### config.mk
export PLATFORM = sky130hd
export DESIGN_NAME = frame_line_seq
export DESIGN_NICKNAME = d
export VERILOG_FILES = /design/src/rtl/fls_pkg.sv /design/src/rtl/fls_timer.sv /design/src/rtl/fls_payload.sv /design/src/rtl/fls_ctrl.sv /design/src/rtl/frame_line_seq.sv
export SDC_FILE = /design/constraint.sdc
export NUM_CORES = 1
export LEC_CHECK = 0
export BUFFER_PORTS_ARGS = -buffer_cell sky130_fd_sc_hd__buf_2
export CAP_MARGIN = 20
export CELL_PAD_IN_SITES_DETAIL_PLACEMENT = 1
export CELL_PAD_IN_SITES_GLOBAL_PLACEMENT = 2
export CORE_MARGIN = 2
export CORE_UTILIZATION = 38
export DETAILED_ROUTE_END_ITERATION = 10
export GPL_TIMING_DRIVEN = 0
export HOLD_SLACK_MARGIN = 0.05
export PLACE_DENSITY_LB_ADDON = 0.08
export SLEW_MARGIN = 20
export SYNTH_ARGS = -nofsm -noshare
export SYNTH_HDL_FRONTEND = slang
export SYNTH_SLANG_ARGS = --single-unit
### constraint.sdc
create_clock -name clk -period 5.8 [get_ports clk]
set_clock_uncertainty 0.2 [all_clocks]
set_input_delay 0.87 -clock clk [delete_from_list [all_inputs] [get_ports clk]]
set_output_delay 0.87 -clock clk [all_outputs]
set_load 0.01 [all_outputs]
### src/rtl/fls_pkg.sv
package fls_pkg;

    localparam int WORD_W  = 16;
    localparam int SHIFT_W = 4;
    localparam int LEN_W   = 4;
    localparam int KIND_W  = 2;

    typedef enum logic [2:0] {
        ST_TABLE,
        ST_HEAD,
        ST_DUR,
        ST_DATA,
        ST_ARM,
        ST_RUN,
        ST_HOLD
    } seq_state_e;

    typedef struct packed {
        logic [SHIFT_W-1:0] shift;
        logic               wait_after;
        logic               clear;
        logic               jump;
        logic               aux;
        logic               silence;
        logic               trig_before;
        logic [KIND_W-1:0]  kind;
        logic [LEN_W-1:0]   len;
    } line_hdr_t;

    function automatic line_hdr_t unpack_hdr(input logic [WORD_W-1:0] w);
        return line_hdr_t'(w);
    endfunction

    function automatic logic line_follows(input line_hdr_t h);
        return !h.jump;
    endfunction

endpackage

### src/rtl/fls_timer.sv
module fls_timer #(
    parameter int TICK_W = 31
) (
    input  logic              clk,
    input  logic              rst,
    input  logic              load,
    input  logic              active,
    input  logic [TICK_W-1:0] load_val,
    output logic              done
);
    logic [TICK_W-1:0] cnt;

    always_ff @(posedge clk) begin
        if (rst) begin
            cnt <= '0;
        end else if (load) begin
            cnt <= (load_val == '0) ? TICK_W'(1) : load_val;
        end else if (active && cnt != '0) begin
            cnt <= cnt - TICK_W'(1);
        end
    end

    assign done = (cnt == TICK_W'(1));

    // a running line never sees an exhausted counter
    assert_cnt_live_R4: assert property (@(posedge clk) disable iff (rst)
        active |-> cnt != '0);

endmodule

### src/rtl/fls_payload.sv
module fls_payload
    import fls_pkg::*;
(
    input  logic              clk,
    input  logic              rst,
    input  logic              fire,
    input  logic [WORD_W-1:0] word_in,
    input  logic [KIND_W-1:0] kind_in,
    output logic              valid_o,
    output logic [WORD_W-1:0] word_o,
    output logic [KIND_W-1:0] kind_o
);
    always_ff @(posedge clk) begin
        if (rst) begin
            valid_o <= 1'b0;
            word_o  <= '0;
            kind_o  <= '0;
        end else begin
            valid_o <= fire;
            if (fire) begin
                word_o <= word_in;
                kind_o <= kind_in;
            end
        end
    end
endmodule

### src/rtl/fls_ctrl.sv
module fls_ctrl
    import fls_pkg::*;
#(
    parameter int ADDR_W  = 10,
    parameter int FRAME_W = 3
) (
    input  logic               clk,
    input  logic               rst,
    input  logic               enable,
    input  logic [FRAME_W-1:0] frame_sel,
    input  logic               trigger,
    input  logic [WORD_W-1:0]  mem_rdata,
    input  logic               timer_done,
    output logic [ADDR_W-1:0]  mem_addr,
    output seq_state_e         state_o,
    output line_hdr_t          hdr_o,
    output logic [WORD_W-1:0]  dur_o,
    output logic               load_o,
    output logic               fire_o,
    output logic               phase_clr_o
);
    seq_state_e        state, nxt;
    line_hdr_t         hdr_q;
    logic [WORD_W-1:0] dur_q;
    logic [ADDR_W-1:0] ptr;
    logic [LEN_W-1:0]  left;
    logic              clr_q;
    logic              entry_zero;

    assign entry_zero = (mem_rdata == '0);

    always_comb begin
        mem_addr = (state == ST_TABLE) ? ADDR_W'(frame_sel) : ptr;
        nxt      = state;
        load_o   = 1'b0;
        fire_o   = 1'b0;
        unique case (state)
            ST_TABLE: if (!entry_zero) nxt = ST_HEAD;
            ST_HEAD:  nxt = ST_DUR;
            ST_DUR:   nxt = (hdr_q.len != '0) ? ST_DATA : ST_ARM;
            ST_DATA: begin
                fire_o = 1'b1;
                if (left == LEN_W'(1)) nxt = ST_ARM;
            end
            ST_ARM: begin
                if (!hdr_q.trig_before || trigger) begin
                    nxt    = ST_RUN;
                    load_o = 1'b1;
                end
            end
            ST_RUN: begin
                if (timer_done) begin
                    if (hdr_q.wait_after)        nxt = ST_HOLD;
                    else if (line_follows(hdr_q)) nxt = ST_HEAD;
                    else                          nxt = ST_TABLE;
                end
            end
            ST_HOLD: begin
                if (trigger) nxt = line_follows(hdr_q) ? ST_HEAD : ST_TABLE;
            end
            default: nxt = ST_TABLE;
        endcase
        if (!enable) begin
            nxt    = ST_TABLE;
            load_o = 1'b0;
            fire_o = 1'b0;
        end
    end

    always_ff @(posedge clk) begin
        if (rst) begin
            state <= ST_TABLE;
            hdr_q <= '0;
            dur_q <= '0;
            ptr   <= '0;
            left  <= '0;
            clr_q <= 1'b0;
        end else begin
            state <= nxt;
            clr_q <= load_o && hdr_q.clear;
            if (enable) begin
                unique case (state)
                    ST_TABLE: if (!entry_zero) ptr <= mem_rdata[ADDR_W-1:0];
                    ST_HEAD: begin
                        hdr_q <= unpack_hdr(mem_rdata);
                        left  <= unpack_hdr(mem_rdata).len;
                        ptr   <= ptr + ADDR_W'(1);
                    end
                    ST_DUR: begin
                        dur_q <= mem_rdata;
                        ptr   <= ptr + ADDR_W'(1);
                    end
                    ST_DATA: begin
                        left <= left - LEN_W'(1);
                        ptr  <= ptr + ADDR_W'(1);
                    end
                    default: ;
                endcase
            end
        end
    end

    assign state_o     = state;
    assign hdr_o       = hdr_q;
    assign dur_o       = dur_q;
    assign phase_clr_o = clr_q;

    // zero entry keeps the parser on the lookup area
    assert_park_R2: assert property (@(posedge clk) disable iff (rst)
        (state == ST_TABLE && enable && mem_rdata == '0) |=> state == ST_TABLE);

    // trigger-before line holds without trigger
    assert_trig_gate_R5: assert property (@(posedge clk) disable iff (rst)
        (state == ST_ARM && enable && hdr_q.trig_before && !trigger) |=> state == ST_ARM);

    // wait-after hold persists without trigger
    assert_wait_hold_R6: assert property (@(posedge clk) disable iff (rst)
        (state == ST_HOLD && enable && !trigger) |=> state == ST_HOLD);

    // jump line ends at the lookup area
    assert_jump_back_R7: assert property (@(posedge clk) disable iff (rst)
        (state == ST_RUN && enable && timer_done && hdr_q.jump && !hdr_q.wait_after)
        |=> state == ST_TABLE);

endmodule

### src/rtl/frame_line_seq.sv
module frame_line_seq
    import fls_pkg::*;
#(
    parameter int ADDR_W  = 10,
    parameter int FRAME_W = 3
) (
    input  logic               clk,
    input  logic               rst,
    input  logic               enable,
    input  logic [FRAME_W-1:0] frame_sel,
    input  logic               trigger,
    output logic [ADDR_W-1:0]  mem_addr,
    input  logic [15:0]        mem_rdata,
    output logic               pay_valid,
    output logic [15:0]        pay_word,
    output logic [1:0]         pay_type,
    output logic               line_active,
    output logic               line_aux,
    output logic               line_silence,
    output logic [1:0]         line_type,
    output logic               phase_clr
);
    localparam int MAX_SHIFT = (1 << SHIFT_W) - 1;
    localparam int TICK_W    = WORD_W + MAX_SHIFT;

    seq_state_e        state;
    line_hdr_t         hdr;
    logic [WORD_W-1:0] dur;
    logic              load, fire, done;
    logic [TICK_W-1:0] tick_val;

    fls_ctrl #(.ADDR_W(ADDR_W), .FRAME_W(FRAME_W)) ctrl_i (
        .clk        (clk),
        .rst        (rst),
        .enable     (enable),
        .frame_sel  (frame_sel),
        .trigger    (trigger),
        .mem_rdata  (mem_rdata),
        .timer_done (done),
        .mem_addr   (mem_addr),
        .state_o    (state),
        .hdr_o      (hdr),
        .dur_o      (dur),
        .load_o     (load),
        .fire_o     (fire),
        .phase_clr_o(phase_clr)
    );

    assign tick_val = TICK_W'(dur) << hdr.shift;

    fls_timer #(.TICK_W(TICK_W)) timer_i (
        .clk     (clk),
        .rst     (rst),
        .load    (load),
        .active  (state == ST_RUN),
        .load_val(tick_val),
        .done    (done)
    );

    fls_payload pay_i (
        .clk    (clk),
        .rst    (rst),
        .fire   (fire),
        .word_in(mem_rdata),
        .kind_in(hdr.kind),
        .valid_o(pay_valid),
        .word_o (pay_word),
        .kind_o (pay_type)
    );

    always_comb begin
        line_active  = (state == ST_RUN);
        line_aux     = line_active && hdr.aux;
        line_silence = line_active && hdr.silence;
        line_type    = line_active ? hdr.kind : '0;
    end

    // clear pulse only within an active line
    assert_clr_in_line_R8: assert property (@(posedge clk) disable iff (rst)
        phase_clr |-> line_active);

    // payload is delivered before the line runs
    assert_pay_before_R3: assert property (@(posedge clk) disable iff (rst)
        pay_valid |-> !line_active);

    // disabled sequencer goes quiet
    assert_idle_R10: assert property (@(posedge clk) disable iff (rst)
        !enable |=> (!line_active && !pay_valid));

endmodule

==> impl_metrics.py, run 1 <==
metrics = {
    "global_routing": {
        "antenna_found_initial": 0,
        "grt_pass1_wl_um": 35100,
        "grt_pass1_vias": 6267,
        "grt_max_degree": 21,
        "grt_util_all_layers": 0.271,
        "overflow": 0,
    },
    "synth": {
        "synth_edf_count": 0,
        "synth-seq-cells": 100,
        "syn_nets": 818,
        "syn_area_sq_um": 5970,
        "ys_warn_count": 0,
        "ys_seq_area_frac": 0.335,
        "synthCells": 790,
        "ys_async_sr_fraction": 0,
        "synth_ff_type": "dfxtp_1",
        "syn_area_per_cell_sq_um": 7.56,
        "yosysUniqueCellTypes": 64,
    },
    "clock_network": {
        "clkTransAtPathRegs_ns": 0.08,
        "worstSkewPairLatency_ns": 0.37,
        "post_cts_resized": 0,
        "hold_buffers": 0,
        "clock_sinks": 100,
        "clock_path_buffers": 2,
        "cts_tree": "built",
        "postCtsSetupRepairBufs": 0,
        "root_buffer": "clkbuf_16",
        "cts-htree-levels": 3,
        "cts_buffers": 9,
    },
    "sta": {
        "setup_tns_ns": 0,
        "drv_slew": 0,
        "relSlewSlack": 0.434,
        "period_share": 0.629,
        "rsz0062_at_grt": "no",
        "tightest_slew_ns": 0.844,
        "min_period_ns": 3.65,
        "whs_ns": 0.260,
        "hold_violations": 0,
        "max_freq_ghz": 0.274,
        "setup_viol": 0,
    },
    "drt": {
        "antenna_left": 0,
        "wl_met3_um": 742,
        "met2_length_um": 10800,
        "drtIter0Drc": 343,
        "drt-total-wl_um": 22100,
        "wl_per_cell_um": 20.6,
        "wl_met1_um": 9920,
        "first_pass_iters": 5,
        "vias": 6278,
        "drcViolationCount": 0,
        "highest_layer": "met4",
        "viasPerCell": 5.85,
    },
    "setup_path": {
        "r2r-start": "ctrl_i.hdr_o[13]",
        "critPathKind": "reg -> reg",
        "critPathBufInv": 2,
        "crit_path_cell_trace": "clkbuf_1 > clkbuf_1 > mux2i_1 > o21ai_0 > a21oi_1 > a21oi_1 > a2111oi_0 > nand4_1 > a221oi_1",
        "crit_path_start_kind": "register",
        "worstRegToRegCells": 9,
        "crit_required_ns": 5.86,
        "cp_slowest_cell": "clkbuf_1",
        "rr_endpoint": "timer_i.cnt[0]",
        "cp-end-kind": "register",
        "critical_path.top_delay_family": "compound AO/OA/AOI/OAI gates",
        "cp_slowest_stage_delay_ns": 0.51,
        "r2r_slack_ns": 2.15,
        "cp.arrival_ns": 3.71,
        "critPathMaxFanout": 10,
    },
    "flow_run": {
        "max-cap-violations": 0,
    },
    "die": {
        "num_rows": 45,
        "dieArea_sq_um": 16700,
        "core_sq_um": 15300,
        "die_w_um": 129,
        "start_util": 0.391,
        "io_pins": 58,
        "fp.dieH_um": 129,
    },
    "final_layout": {
        "utilization": 0.448,
        "final_cells": 1073,
        "final_layout_size_suffix_gt1_frac": 0.126,
        "nNetsFinal": 885,
        "diodes": 0,
        "syn_to_final_growth_pct": 14.6,
    },
    "worst_hold_path": {
        "hold_path.class": "reg -> reg",
        "min_to": "pay_i.word_o[5]",
        "min_path_cells": 2,
        "holdCritStartpoint": "pay_i.word_o[5]",
    },
    "status": {
        "status": "complete, no violations",
    },
    "power_and_ir_drop": {
        "ir_worst_vdd_mv": 0.145,
        "p_per_area_nw_per_um2": 231,
        "leakage_nw": 2.40,
    },
    "place": {
        "hpwl_um": 16700,
        "place.port_buffers": 56,
        "dp.cells": 1057,
        "gp_congestion": 0.968,
    },
}
## metal layers
layer  vias up  global-route usage
li1       2995                   -
met1      3103               0.345
met2       141               0.464
met3        39              0.0417
met4         0               0.101
met5         -                   0
## layout by cell type, fill, tap and decap left out, types with 6 or more instances in the layout
master,Yosys,routed
nand2_1,158,158
dfxtp_1,100,100
a21oi_1,94,94
nor2_1,61,61
buf_2,3,59
clkbuf_1,46,46
o21ai_0,28,28
a211oi_1,27,27
nand3_1,20,20
nor3_1,19,19
mux2i_1,19,19
xnor2_1,17,17
inv_1,15,15
nor4_1,14,14
mux2_2,12,12
nor2b_1,10,10
mux4_2,10,10
o22ai_1,10,10
a31oi_1,9,9
clkbuf_16,0,9
and2_1,7,7
nand4_1,7,7
nand2b_1,7,7
or4_1,6,6
o211ai_1,6,6
## layout make-up
type	instances	area (sq um)
tap	211	264
sequential	100	2000
inverter	16	60.1
clock inverter	7	100
fill	1951	8420
buffer	53	203
multi-input combinational	621	3710
timing repair buffer	56	280
clock buffer	9	225
## power breakdown
group          switching, mW  total [mW]  internal, mW
clock                  0.314       0.666         0.352
combinational          0.129       0.197        0.0688
sequential            0.0163       0.717         0.701
## worst max-delay path by stage
stage / to / slack [ns] / cells past startpoint / startpoint
global placement: timer_i.cnt[0] / 2.28 / 9 / ctrl_i.hdr_o[13]
CTS: timer_i.cnt[0] / 2.19 / 9 / ctrl_i.hdr_o[13]
detailed placement: timer_i.cnt[0] / 2.25 / 9 / ctrl_i.hdr_o[13]
floorplan: timer_i.cnt[0] / 2.99 / 8 / ctrl_i.hdr_o[13]
finish: timer_i.cnt[0] / 2.15 / 9 / ctrl_i.hdr_o[13]
global route: timer_i.cnt[0] / 1.90 / 9 / ctrl_i.hdr_o[13]
## state kept, by name, indices dropped and copies added, names as in the netlist
name                cells
ctrl_i.dur_o           16
ctrl_i.hdr_o           16
ctrl_i.left             4
ctrl_i.phase_clr_o      1
ctrl_i.ptr             10
ctrl_i.state_o          3
pay_i.kind_o            2
pay_i.valid_o           1
pay_i.word_o           16
timer_i.cnt            31
## worst reg2reg max path: cells and delay by family (launching register included)
family | cells | cell delay (ns)
compound gates | 5 | 1.34
buf+inv | 2 | 0.96
flops | 1 | 0.34
mux | 1 | 0.45
simple gates | 1 | 0.25
## per-stage QoR
step           instance area (sq um)  worst slack [ns]  power, mW
2_1_floorplan                   5970              2.99      0.856
3_3_place_gp                    6520              2.28      0.922
3_5_place_dp                    6520              2.25      0.927
4_1_cts                         6840              2.19       1.60
5_1_grt                         6840              1.90       1.64
6_report                        6840              2.15       1.58
## kinds of logic (layout without fill, tap and decap cells)
family | count (synthesis) | in the layout | share of synthesized area
AND/OR/NAND/NOR | 337 | 337 | 0.262
AO/OA/AOI/OAI | 219 | 219 | 0.229
flip-flops | 100 | 100 | 0.335
buffers and inverters | 69 | 141 | 0.0440
multiplexers | 41 | 41 | 0.0922
XOR/XNOR | 19 | 19 | 0.0279
adder cells (fa/ha/maj) | 5 | 5 | 0.0105
## cell usage after synthesis (3+ instances only)
cell type | number | share of area
mux2i_1 | 19 | 0.032
inv_1 | 15 | 0.0094
or4_1 | 6 | 0.0075
nor2_1 | 61 | 0.038
buf_2 | 3 | 0.0025
o21ai_1 | 3 | 0.0025
xnor2_1 | 17 | 0.025
nand2b_1 | 7 | 0.0073
nand4_1 | 7 | 0.0073
a311oi_1 | 3 | 0.0044
o22ai_1 | 10 | 0.010
nor3b_1 | 3 | 0.0038
nor2b_1 | 10 | 0.010
a22oi_1 | 5 | 0.0063
nand3b_1 | 5 | 0.0063
or3_1 | 4 | 0.0042
a21oi_1 | 94 | 0.079
clkbuf_1 | 46 | 0.029
and3_1 | 4 | 0.0042
nand2_1 | 158 | 0.099
a221oi_1 | 3 | 0.0044
nor3_1 | 19 | 0.016
a211oi_1 | 27 | 0.034
a31oi_1 | 9 | 0.0094
nand3_1 | 20 | 0.017
ha_1 | 5 | 0.010
mux2_2 | 12 | 0.023
nor4_1 | 14 | 0.015
buf_1 | 4 | 0.0025
o211ai_1 | 6 | 0.0075
o21ai_0 | 28 | 0.023
o31ai_1 | 5 | 0.0063
mux4_2 | 10 | 0.038
or2_2 | 3 | 0.0031
and2_1 | 7 | 0.0073
dfxtp_1 | 100 | 0.34
o2111ai_1 | 3 | 0.0044
a2111oi_0 | 4 | 0.0059
(Power assumes the default switching activity.)
==> run 2: changes to the inputs <==
--- a/config.mk
+++ b/config.mk
@@ -10,7 +10,7 @@
 export CELL_PAD_IN_SITES_DETAIL_PLACEMENT = 1
 export CELL_PAD_IN_SITES_GLOBAL_PLACEMENT = 2
 export CORE_MARGIN = 2
-export CORE_UTILIZATION = 38
+export CORE_UTILIZATION = 35
 export DETAILED_ROUTE_END_ITERATION = 10
 export GPL_TIMING_DRIVEN = 0
 export HOLD_SLACK_MARGIN = 0.05
==> constraint.sdc (replaced) <==
create_clock -name clk -period 3.8 [get_ports clk]
set_clock_uncertainty 0.2 [all_clocks]
set_input_delay 0.57 -clock clk [delete_from_list [all_inputs] [get_ports clk]]
set_output_delay 0.57 -clock clk [all_outputs]
set_load 0.01 [all_outputs]
==> impl_metrics.py, run 2 (same netlist as run 1, synthesis figures left out) <==
metrics = {
    "clock_network": {
        "clkTransAtPathRegs_ns": 0.09,
        "hold_buffers": 0,
        "clock_sinks": 100,
        "cts-htree-levels": 3,
        "root_buffer": "clkbuf_16",
        "clock_path_buffers": 2,
        "cts_tree": "built",
        "worstSkewPairLatency_ns": 0.37,
        "cts_buffers": 9,
    },
    "final_layout": {
        "final_common_cell": "nand2_1",
        "diodes": 0,
        "utilization": 0.412,
        "largest_register_ffs": 31,
        "final_layout_size_suffix_gt1_frac": 0.130,
        "nNetsFinal": 885,
        "final_cells": 1082,
        "fin_area_sq_um": 6860,
        "final_cell_mix": "nand2_1 (158), dfxtp_1 (100), a21oi_1 (94)",
        "n_fill_cell": 2078,
        "top_register": "timer_i.cnt",
        "syn_to_final_growth_pct": 14.8,
    },
    "power_and_ir_drop": {
        "leakage_nw": 2.40,
        "power.total_mw": 2.39,
        "ir_worst_vdd_mv": 0.210,
        "p_per_area_nw_per_um2": 348,
    },
    "die": {
        "io_pins": 58,
        "fp.dieH_um": 135,
        "die_w_um": 135,
        "start_util": 0.359,
        "dieArea_sq_um": 18100,
        "core_sq_um": 16600,
        "num_rows": 47,
    },
    "sta": {
        "whs_ns": 0.262,
        "setup_tns_ns": 0,
        "rsz0062_at_grt": "no",
        "setup_viol": 0,
        "fin_ws_ns": 0.284,
        "drv_slew": 0,
        "relSlewSlack": 0.356,
        "period_share": 0.925,
        "tightest_slew_ns": 0.957,
        "hold_violations": 0,
        "min_period_ns": 3.52,
        "max_freq_ghz": 0.284,
    },
    "place": {
        "gp_congestion": 0.920,
        "dp.cells": 1066,
        "place_area_sq_um": 6530,
        "place.port_buffers": 56,
        "post-place-ws_ns": 0.201,
        "hpwl_um": 17000,
    },
    "flow_run": {
        "max-cap-violations": 0,
    },
    "drt": {
        "drt-total-wl_um": 22300,
        "drcViolationCount": 0,
        "first_pass_iters": 5,
        "antenna_left": 0,
        "viasPerCell": 5.78,
        "drtIter0Drc": 314,
        "wl_per_cell_um": 20.6,
        "vias": 6259,
    },
    "setup_path": {
        "crit_path_start_kind": "register",
        "critPathKind": "reg -> reg",
        "crit_required_ns": 3.83,
        "cp-end-kind": "register",
        "cp.arrival_ns": 3.54,
        "critPathMaxFanout": 10,
    },
    "global_routing": {
        "grt_pass1_vias": 6478,
        "antenna_found_initial": 0,
        "overflow": 0,
        "grt_max_degree": 22,
        "grt_pass1_wl_um": 35400,
        "grt_util_all_layers": 0.250,
    },
    "status": {
        "status": "complete, no violations",
    },
    "worst_hold_path": {
        "hold_path.class": "reg -> reg",
    },
}
run 2: cell types whose count changed in the layout (fill, tap and decap cells not counted):
cell,delta
inv_8,-2
bufinv_16,-1
clkbuf_1,-1
clkbuf_2,+1
clkinv_8,+1
inv_12,+1
inv_6,+1
nor3b_1,-1
nor3b_2,+1
nor4_1,-1
nor4_2,+1
run 2: repair_timing:
action / 4_1_cts / 5_1_grt
buffers inserted: 0 / 0
endpoints found under the setup margin: 0 / 11
gates resized for setup: 0 / 4
run 2: area by class of cell:
type	count	area (sq um)	area share
Buffer	53	204	0.0298
Sequential cell	100	2000	0.292
Tap cell	220	275	0.0402
Multi-Input combinational cell	621	3720	0.543
Inverter	16	60.1	0.00876
Timing Repair Buffer	56	280	0.0409
Clock buffer	9	225	0.0329
Clock inverter	7	88.8	0.0130
run 2: metal layers:
| layer | GRT usage | vias to the layer above | share of wire |
|---|---|---|---|
| met5 | 0 | - | 0 |
| met4 | 0.0766 | 0 | 0.020 |
| met3 | 0.0420 | 32 | 0.036 |
| met2 | 0.450 | 157 | 0.51 |
| met1 | 0.304 | 3085 | 0.43 |
| li1 | - | 2985 | - |
run 2: final timing paths:
| check | startpoint | to | slack, ns | cells after the start |
|---|---|---|---|---|
| max | timer_i.cnt[8] | timer_i.cnt[4] | 0.28 | 7 |
| max reg2reg | timer_i.cnt[8] | timer_i.cnt[4] | 0.28 | 7 |
| min reg2reg | pay_i.word_o[11] | pay_i.word_o[11] | 0.26 | 2 |
| min | pay_i.word_o[11] | pay_i.word_o[11] | 0.26 | 2 |
run 2: power by group:
group | switching, mW | leakage (nW) | total (mW) | internal [mW]
Sequential | 0.0256 | 0.809 | 1.10 | 1.07
Combinational | 0.195 | 1.43 | 0.300 | 0.105
Clock | 0.513 | 0.153 | 0.992 | 0.479
Total | 0.734 | 2.40 | 2.39 | 1.65
run 2: worst max-delay path, cell delays in order (launching register included):
cell and delay, ns:
dfxtp_1 0.37, nor4_1 0.84, nand4_1 0.39, o41ai_2 0.70
nand2_1 0.27, clkbuf_1 0.33, a21oi_1 0.21, nor3_1 0.06
